## src/rtl/eep_pkg.sv

```systemverilog
package eep_pkg;
  localparam int ADDR_W  = 8;
  localparam int PAGE_W  = 4;
  localparam int STRAP_W = 3;
  localparam int HIGH_W  = ADDR_W - PAGE_W;
  localparam logic [3:0] DEV_CODE = 4'b1010;

  typedef logic [ADDR_W-1:0] addr_t;
  typedef logic [7:0]        byte_t;

  typedef enum logic [2:0] {ST_IDLE, ST_RX, ST_ACK, ST_TX, ST_MACK} state_t;
  typedef enum logic [1:0] {K_DEV, K_WADDR, K_WDATA} kind_t;

  function automatic logic dev_match(byte_t b, logic [STRAP_W-1:0] s);
    return b[7:1] == {DEV_CODE, s};
  endfunction

  function automatic logic [HIGH_W-1:0] page_of(addr_t a);
    return a[ADDR_W-1:PAGE_W];
  endfunction

  function automatic logic [PAGE_W-1:0] slot_of(addr_t a);
    return a[PAGE_W-1:0];
  endfunction

  function automatic addr_t page_next(addr_t a);
    return {page_of(a), slot_of(a) + PAGE_W'(1)};
  endfunction

  function automatic addr_t arr_next(addr_t a);
    return a + addr_t'(1);
  endfunction

  function automatic logic in_locked_half(addr_t a, logic lock);
    return lock & a[ADDR_W-1];
  endfunction
endpackage

```

## src/rtl/eep_line_sync.sv

```systemverilog
module eep_line_sync #(
  parameter int STAGES = 2
) (
  input  logic clk,
  input  logic rst_n,
  input  logic scl_in,
  input  logic sda_in,
  output logic scl_s,
  output logic sda_s,
  output logic scl_rise,
  output logic scl_fall,
  output logic start_det,
  output logic stop_det
);
  localparam int LINES = 2;

  logic [LINES-1:0] raw, cur, prev;
  assign raw = {sda_in, scl_in};

  generate
    for (genvar l = 0; l < LINES; l++) begin : g_line
      logic [STAGES-1:0] chain;
      always_ff @(posedge clk or negedge rst_n) begin
        if (!rst_n) chain <= '1;
        else        chain <= {chain[STAGES-2:0], raw[l]};
      end
      assign cur[l] = chain[STAGES-1];
    end
  endgenerate

  always_ff @(posedge clk or negedge rst_n) begin
    if (!rst_n) prev <= '1;
    else        prev <= cur;
  end

  assign scl_s     = cur[0];
  assign sda_s     = cur[1];
  assign scl_rise  = cur[0] & ~prev[0];
  assign scl_fall  = ~cur[0] & prev[0];
  assign start_det = cur[0] & prev[0] & ~cur[1] & prev[1];
  assign stop_det  = cur[0] & prev[0] & cur[1] & ~prev[1];
endmodule

```

## src/rtl/eep_page_store.sv

```systemverilog
module eep_page_store
  import eep_pkg::*;
(
  input  logic              clk,
  input  logic              rst_n,
  input  logic              buf_clear,
  input  logic [HIGH_W-1:0] buf_page,
  input  logic              wr_en,
  input  logic [PAGE_W-1:0] wr_idx,
  input  byte_t             wr_data,
  input  logic              wr_keep,
  input  logic              commit,
  input  addr_t             rd_addr,
  output byte_t             rd_data
);
  localparam int MEM_BYTES  = 1 << ADDR_W;
  localparam int PAGE_BYTES = 1 << PAGE_W;

  byte_t                 mem  [MEM_BYTES];
  byte_t                 pbuf [PAGE_BYTES];
  logic [PAGE_BYTES-1:0] mask;
  logic [HIGH_W-1:0]     page_q;

  always_ff @(posedge clk or negedge rst_n) begin
    if (!rst_n) begin
      mask   <= '0;
      page_q <= '0;
      for (int i = 0; i < PAGE_BYTES; i++) pbuf[i] <= '0;
    end else begin
      if (buf_clear || commit) mask <= '0;
      if (buf_clear) page_q <= buf_page;
      if (wr_en) begin
        pbuf[wr_idx] <= wr_data;
        mask[wr_idx] <= wr_keep;
      end
    end
  end

  always_ff @(posedge clk or negedge rst_n) begin
    if (!rst_n) begin
      for (int i = 0; i < MEM_BYTES; i++) mem[i] <= 8'hFF;
    end else if (commit) begin
      for (int i = 0; i < MEM_BYTES; i++)
        if (page_of(addr_t'(i)) == page_q && mask[slot_of(addr_t'(i))])
          mem[i] <= pbuf[slot_of(addr_t'(i))];
    end
  end

  assign rd_data = mem[rd_addr];

  // staging is emptied by every new word address
  p_stage_empty_r10: assert property (@(posedge clk) disable iff (!rst_n)
    buf_clear |=> (mask == '0));
endmodule

```

## src/rtl/eep_xfer_ctrl.sv

```systemverilog
module eep_xfer_ctrl
  import eep_pkg::*;
#(
  parameter int BUSY_CYCLES = 64
) (
  input  logic               clk,
  input  logic               rst_n,
  input  logic               scl_s,
  input  logic               sda_s,
  input  logic               scl_rise,
  input  logic               scl_fall,
  input  logic               start_det,
  input  logic               stop_det,
  input  logic [STRAP_W-1:0] strap,
  input  logic               protect_upper,
  input  byte_t              rd_data,
  output addr_t              ptr,
  output logic               buf_clear,
  output logic [HIGH_W-1:0]  buf_page,
  output logic               wr_en,
  output logic [PAGE_W-1:0]  wr_idx,
  output byte_t              wr_data,
  output logic               wr_keep,
  output logic               commit,
  output logic               sda_pull
);
  localparam int BC_W = $clog2(BUSY_CYCLES + 1);

  state_t          st;
  kind_t           kind;
  logic [3:0]      bit_cnt;
  byte_t           rx_sh, tx_sh;
  logic            rd_mode, pending;
  logic [BC_W-1:0] busy_cnt;

  logic busy, byte_done, dev_done, dev_hit, tx_load, bus_evt;

  assign busy      = busy_cnt != '0;
  assign bus_evt   = start_det | stop_det;
  assign byte_done = (st == ST_RX) && scl_fall && (bit_cnt == 4'd8) && !bus_evt;
  assign dev_done  = byte_done && (kind == K_DEV);
  assign dev_hit   = dev_match(rx_sh, strap) && !busy;
  assign buf_clear = byte_done && (kind == K_WADDR);
  assign buf_page  = page_of(rx_sh);
  assign wr_en     = byte_done && (kind == K_WDATA);
  assign wr_idx    = slot_of(ptr);
  assign wr_data   = rx_sh;
  assign wr_keep   = !in_locked_half(ptr, protect_upper);
  assign commit    = stop_det && pending;
  assign tx_load   = scl_fall && !bus_evt &&
                     (((st == ST_ACK) && rd_mode) || (st == ST_MACK));

  always_ff @(posedge clk or negedge rst_n) begin
    if (!rst_n) begin
      st       <= ST_IDLE;
      kind     <= K_DEV;
      bit_cnt  <= '0;
      rx_sh    <= '0;
      tx_sh    <= '0;
      rd_mode  <= 1'b0;
      pending  <= 1'b0;
      ptr      <= '0;
      sda_pull <= 1'b0;
    end else if (start_det) begin
      st       <= ST_RX;
      kind     <= K_DEV;
      bit_cnt  <= '0;
      rd_mode  <= 1'b0;
      pending  <= 1'b0;
      sda_pull <= 1'b0;
    end else if (stop_det) begin
      st       <= ST_IDLE;
      pending  <= 1'b0;
      sda_pull <= 1'b0;
    end else if (tx_load) begin
      tx_sh    <= rd_data;
      sda_pull <= ~rd_data[7];
      ptr      <= arr_next(ptr);
      bit_cnt  <= '0;
      st       <= ST_TX;
    end else begin
      case (st)
        ST_RX: begin
          if (scl_rise) begin
            rx_sh   <= {rx_sh[6:0], sda_s};
            bit_cnt <= bit_cnt + 4'd1;
          end else if (byte_done) begin
            case (kind)
              K_DEV: begin
                if (dev_hit) begin
                  st       <= ST_ACK;
                  sda_pull <= 1'b1;
                  rd_mode  <= rx_sh[0];
                  kind     <= K_WADDR;
                end else begin
                  st <= ST_IDLE;
                end
              end
              K_WADDR: begin
                ptr      <= rx_sh;
                st       <= ST_ACK;
                sda_pull <= 1'b1;
                kind     <= K_WDATA;
              end
              default: begin
                ptr      <= page_next(ptr);
                pending  <= 1'b1;
                st       <= ST_ACK;
                sda_pull <= 1'b1;
              end
            endcase
          end
        end
        ST_ACK: begin
          if (scl_fall) begin
            sda_pull <= 1'b0;
            bit_cnt  <= '0;
            st       <= ST_RX;
          end
        end
        ST_TX: begin
          if (scl_rise) begin
            bit_cnt <= bit_cnt + 4'd1;
          end else if (scl_fall) begin
            if (bit_cnt == 4'd8) begin
              sda_pull <= 1'b0;
              st       <= ST_MACK;
            end else begin
              sda_pull <= ~tx_sh[6];
              tx_sh    <= {tx_sh[6:0], 1'b0};
            end
          end
        end
        ST_MACK: begin
          if (scl_rise && sda_s) st <= ST_IDLE;
        end
        default: ;
      endcase
    end
  end

  always_ff @(posedge clk or negedge rst_n) begin
    if (!rst_n)      busy_cnt <= '0;
    else if (commit) busy_cnt <= BC_W'(BUSY_CYCLES);
    else if (busy)   busy_cnt <= busy_cnt - BC_W'(1);
  end

  // a foreign address byte is never acknowledged
  p_nack_foreign_r2: assert property (@(posedge clk) disable iff (!rst_n)
    (dev_done && !dev_match(rx_sh, strap)) |=> !sda_pull);

  // own address ignored while the write cycle runs
  p_busy_nack_r6: assert property (@(posedge clk) disable iff (!rst_n)
    (dev_done && busy) |=> !sda_pull);

  // a commit opens the busy window
  p_busy_after_commit_r6: assert property (@(posedge clk) disable iff (!rst_n)
    commit |=> busy);

  // burst writes stay on their page
  p_page_stays_r4: assert property (@(posedge clk) disable iff (!rst_n)
    wr_en |=> (page_of(ptr) == $past(page_of(ptr))));

  // every byte sent advances the counter by one
  p_read_step_r7: assert property (@(posedge clk) disable iff (!rst_n)
    tx_load |=> (ptr == $past(ptr) + addr_t'(1)));

  // the pull-down only moves while SCL is low
  p_pull_scl_low_r11: assert property (@(posedge clk) disable iff (!rst_n)
    !$stable(sda_pull) |-> !scl_s);
endmodule

```

## src/rtl/eeprom_i2c_target.sv

```systemverilog
module eeprom_i2c_target
  import eep_pkg::*;
#(
  parameter int BUSY_CYCLES = 64,
  parameter int SYNC_STAGES = 2
) (
  input  logic               clk,
  input  logic               rst_n,
  input  logic               scl_in,
  input  logic               sda_in,
  input  logic [STRAP_W-1:0] strap,
  input  logic               protect_upper,
  output logic               sda_pull
);
  logic scl_s, sda_s, scl_rise, scl_fall, start_det, stop_det;
  logic buf_clear, wr_en, wr_keep, commit;
  logic [HIGH_W-1:0] buf_page;
  logic [PAGE_W-1:0] wr_idx;
  byte_t wr_data, rd_data;
  addr_t ptr;

  eep_line_sync #(.STAGES(SYNC_STAGES)) i_sync (
    .clk(clk), .rst_n(rst_n), .scl_in(scl_in), .sda_in(sda_in),
    .scl_s(scl_s), .sda_s(sda_s), .scl_rise(scl_rise), .scl_fall(scl_fall),
    .start_det(start_det), .stop_det(stop_det)
  );

  eep_xfer_ctrl #(.BUSY_CYCLES(BUSY_CYCLES)) i_ctrl (
    .clk(clk), .rst_n(rst_n), .scl_s(scl_s), .sda_s(sda_s),
    .scl_rise(scl_rise), .scl_fall(scl_fall),
    .start_det(start_det), .stop_det(stop_det),
    .strap(strap), .protect_upper(protect_upper), .rd_data(rd_data),
    .ptr(ptr), .buf_clear(buf_clear), .buf_page(buf_page),
    .wr_en(wr_en), .wr_idx(wr_idx), .wr_data(wr_data), .wr_keep(wr_keep),
    .commit(commit), .sda_pull(sda_pull)
  );

  eep_page_store i_store (
    .clk(clk), .rst_n(rst_n), .buf_clear(buf_clear), .buf_page(buf_page),
    .wr_en(wr_en), .wr_idx(wr_idx), .wr_data(wr_data), .wr_keep(wr_keep),
    .commit(commit), .rd_addr(ptr), .rd_data(rd_data)
  );
endmodule

```

## config.mk

```make
export PLATFORM = sky130hd
export DESIGN_NAME = eeprom_i2c_target
export DESIGN_NICKNAME = d
export VERILOG_FILES = /design/src/rtl/eep_pkg.sv /design/src/rtl/eep_line_sync.sv /design/src/rtl/eep_page_store.sv /design/src/rtl/eep_xfer_ctrl.sv /design/src/rtl/eeprom_i2c_target.sv
export SDC_FILE = /design/constraint.sdc
export NUM_CORES = 2
export LEC_CHECK = 0
export BUFFER_PORTS_ARGS = -buffer_cell sky130_fd_sc_hd__buf_2
export CELL_PAD_IN_SITES_DETAIL_PLACEMENT = 1
export CELL_PAD_IN_SITES_GLOBAL_PLACEMENT = 2
export CORE_UTILIZATION = 40
export DETAILED_ROUTE_END_ITERATION = 8
export GPL_TIMING_DRIVEN = 0
export PLACE_DENSITY_LB_ADDON = 0.1
export SETUP_SLACK_MARGIN = 0.5
export SLEW_MARGIN = 5
export SYNTH_ARGS = -nofsm -noshare
export SYNTH_HDL_FRONTEND = slang
export SYNTH_SLANG_ARGS = --single-unit
```

## constraint.sdc

```tcl
create_clock -name clk -period 8.12 [get_ports clk]
set_input_delay 2.03 -clock clk [delete_from_list [all_inputs] [get_ports clk]]
set_output_delay 2.03 -clock clk [all_outputs]
set_load 0.02 [all_outputs]
```

==> run summary <==
IR analysis of the VDD net gives a maximum drop of 0.000167 V. Synthesized area per cell: 15.9 um^2. The first TritonRoute pass finished after 5 iterations.

After floorplanning, the core was sized to cover 257000 um^2. The maximum clock insertion buffer count is 4. The number of enable-type register cells in the synthesized netlist was 0.

Cell area power density: 230 nW/um^2. Placement-stage cell area: 109000 um^2. Net switching is 29.5% of the power.

Worst path setup slack after routing: 999 ps. Clock tree synthesis selected as its root buffer the cell sky130_fd_sc_hd__clkbuf_16. Arrival time reported for the critical path endpoint: 7850 ps. The run finished, with violations left. Across the run, the number of max-cap violations was 2. For this run, design rule violations remaining after detail routing come to 0. At the placement stage, the worst setup path has a slack of 1450 ps. The tools report the element type at the critical path end as a flip-flop. Final hold analysis gives a worst-case slack of 359 ps. For the H-tree level count, the log shows 5. Once the clock tree was built, the resizer swapped 0 gates to a different size.

The via count of the first global-routing pass was 68900. Buffers added to address setup during post-CTS repair amount to 0. Once detail routing completed, the nets flagged for antenna violations numbered 0. TritonCTS built the clock tree. After global routing the overflow that remains totals 0.

CTS saw 2244 sinks. Summing all multi-input logic gate instances after layout gives 43000 um^2. The detailed router placed 68800 vias in this run. After clock tree synthesis, the clock-pin slew on the worst setup and hold paths is 70 ps. Global routing used 41.0% of the available tracks across all layers. The number of slew-limit violations in the final report was 18; the final cell count without fillers was 10400. The net count of the finished layout is 6843. The synthesized netlist occupies a cell area of 104000 um^2.

The number of nets in the synthesized netlist is 6528. Counting flops and latches in the post-synthesis netlist gives 2244. Setup repair after global routing left no endpoint under its margin. The number of clock buffers inserted by TritonCTS came out at 272. After layout, the design draws a total of 27.1 mW. The worst setup path is of the reg -> reg kind.

The tools report the fraction of met3 tracks used by global routing as 11.1%. For this run, asynchronously set or reset flops after synthesis account for 100%. In this run, post-CTS hold repair placed 0 buffers. Setup violations remaining at the end of the flow were counted as 0. For the starting density of the core, the log shows 40.3%. After detailed routing, the average wire length per cell comes to 51.6 um. Once placement completed, the tool counted placed cells totaling 9936. Vertical die dimension: 511 um. The tools report the maximum number of pins on one net before global-route repair as 161. The die area was 261000 um^2.

At the pin with the least slew margin, the transition time is 1540 ps. For the final routed database, the setup TNS stands at 0 ps. The run gives 71 as the post-synthesis cell type count.

The floorplan step set the die width to 511 um. After floorplanning, the core was divided into 186 placement rows. The path class of the tightest hold or removal check is reg -> reg.

Sequential cells were found to cover 56.6% of the synthesized design area. The checks that failed: max-capacitance violations, max-slew violations. For this design the total switching power over the nets is 7.97 mW.

The number of cells produced by synthesis is 6512. Primary flip-flop cell chosen by synthesis mapping: sky130_fd_sc_hd__dfstp_2. Static timing analysis puts the maximum clock frequency at 140 MHz. In this run the count of I/O pins placed on the die edge is 9. The number of I/O port buffers was 8; the part of the cycle the worst path needs was 87.7%. The end-of-flow core utilization came out at 45.7%. For this run, the number of Yosys warnings is 0. The HPWL after detailed placement is 378000 um.

The run gives 12.9% as the proportion of power drawn by combinational gates. For the register area, the log shows 58700 um^2. The clock arrives with 57.6 ps of skew. In this run, the number of DRC markers left after iteration 0 of detailed routing was 7993. The run gives 1.01 as the weighted congestion at the end of routability-driven global placement. The count of final hold-check violations was 0; the internal power was 19.1 mW.

Synthesis-to-layout area growth: 13.4%. The kind of launch point of the worst setup path was a flip-flop. For the met1 track utilization from global routing, the log shows 54.0%. For the met2 global-route usage, the log shows 60.4%. The most used routing layer in global routing is met2.

For the total leakage power, the log shows 47.1 nW. In the final layout, the share of cells above drive strength 1 is 76.8%. Dividing the detail-routed via count by the number of cells gives 6.58. The logs give 77 for the number of antenna violations at the first check in global routing and 900 ps for the clock insertion delay at the later pin of the skew report. Subtracting the final worst setup slack from the clock period gives 7120 ps. The worst pin sits at a relative slew slack of -2.92%.

The routed design has 539000 um of wire. The tools report the global-route wire length before repair as 700000 um. The filler cells instantiated in the layout total 24700. Along the worst path, the maximum fanout reaches 11. At the worst endpoint, the required time is 8850 ps. Once layout is done, the placed cells without fillers occupy 118000 um^2.

The run gives 45.4% as the share of total power in the clock network. The run gives 41.7% as the proportion of power drawn by flip-flops and latches.
## power groups by stage
stage                     clock [mW]  sequential [mW]  combinational [mW]
after global routing            12.7             11.3                3.38
after floorplan                    0             11.4                1.06
after CTS                       12.4             11.3                3.35
after detailed placement           0             11.4                3.35
final                           12.3             11.3                3.48
after global placement             0             11.4                3.30
## cell usage after synthesis (31+ instances only)
cell type,number,area (um^2)
sky130_fd_sc_hd__mux2_2,2212,24900
sky130_fd_sc_hd__dfstp_2,2054,54000
sky130_fd_sc_hd__mux4_2,504,11400
sky130_fd_sc_hd__nand2_1,420,1580
sky130_fd_sc_hd__clkbuf_1,249,935
sky130_fd_sc_hd__dfrtp_1,190,4750
sky130_fd_sc_hd__mux2i_1,112,1120
sky130_fd_sc_hd__buf_2,82,410
sky130_fd_sc_hd__nor2_1,66,248
sky130_fd_sc_hd__a21oi_1,52,260
sky130_fd_sc_hd__a22oi_1,42,315
sky130_fd_sc_hd__o21ai_0,39,195
sky130_fd_sc_hd__buf_4,38,285
sky130_fd_sc_hd__nand3_1,38,190
sky130_fd_sc_hd__a221oi_1,33,289
sky130_fd_sc_hd__nor3_1,31,155
## worst max-delay path, cell delays in order (launching register included)
cell                        delay, ps
sky130_fd_sc_hd__dfrtp_1          400
sky130_fd_sc_hd__buf_2            420
sky130_fd_sc_hd__buf_4            470
sky130_fd_sc_hd__buf_2            750
sky130_fd_sc_hd__buf_4            670
sky130_fd_sc_hd__buf_2            970
sky130_fd_sc_hd__buf_2            840
sky130_fd_sc_hd__nor3_1           140
sky130_fd_sc_hd__a2111oi_0       1040
sky130_fd_sc_hd__a211oi_1         230
sky130_fd_sc_hd__o41ai_1          630
sky130_fd_sc_hd__a21oi_1          160
## cell usage in the layout (no fill, tap or decap), drive strengths merged, types with 7 or more instances in the layout
cell and instances:
ha 8, nand2b 12, a22o 18, mux2 2224, diode 35, and2 22, nand3 38, bufinv 8
a32oi 8, o31ai 9, nand2 420, o211ai 10, o22ai 8, and3 9, dfstp 2054, nand3b 7
buf 198, mux2i 112, a21oi 52, o221ai 20, a31oi 17, clkbuf 684, o21ai 48, clkinv 28
nor2b 12, inv 17, a211o 7, nor3 32, mux4 504, nor2 81, a211oi 21, a22oi 42
dfrtp 190, a221oi 33
## flip-flops by register name, summed over array words and instances (netlist names), 7 cells and up
| signal | flops |
|---|---|
| i_ctrl.ptr | 8 |
| i_ctrl.tx_sh | 7 |
| i_store.mem | 2048 |
| i_ctrl.wr_data | 8 |
| i_store.pbuf | 128 |
| i_ctrl.busy_cnt | 7 |
| i_store.mask | 16 |
## layer usage
metal	share of wire, %	vias to the layer above
li1	-	25000
met1	40	39000
met2	44	3620
met3	9.1	1106
met4	7.0	28
met5	0.035	-
## area by class of cell
cell class / count / area share (%)
Antenna cell: 35 / 0.0745
Sequential cell: 2244 / 49.9
Clock inverter: 42 / 0.449
Clock buffer: 434 / 6.97
Multi-Input combinational cell: 3847 / 36.5
Timing Repair Buffer: 41 / 0.666
Buffer: 407 / 1.72
Tap cell: 3384 / 3.60
Inverter: 14 / 0.0447
## cell families after synthesis
family / synth area share (%)
compound gates: 2.26
fa+ha+maj: 0.0965
flops: 56.6
simple gates: 2.79
mux: 36.2
buf+inv: 1.96
xor+xnor: 0.0676
## path summary, 6_finish.rpt
check | depth (start not counted) | slack, ps | endpoint | startpoint
setup / recovery | 11 | 1000 | i_ctrl.tx_sh[1] | i_ctrl.ptr[1]
hold / removal | 0 | 360 | i_sync.g_line[0].chain[1] | i_sync.g_line[0].chain[0]
setup reg to reg | 11 | 1000 | i_ctrl.tx_sh[1] | i_ctrl.ptr[1]
hold reg to reg | 0 | 360 | i_sync.g_line[0].chain[1] | i_sync.g_line[0].chain[0]
max in group asynchronous | 7 | 2980 | i_store.mem[1428] | rst_n
min in group asynchronous | 1 | 1020 | i_store.mask[5] | rst_n
No activity file was read; power rests on OpenSTA's default activity.
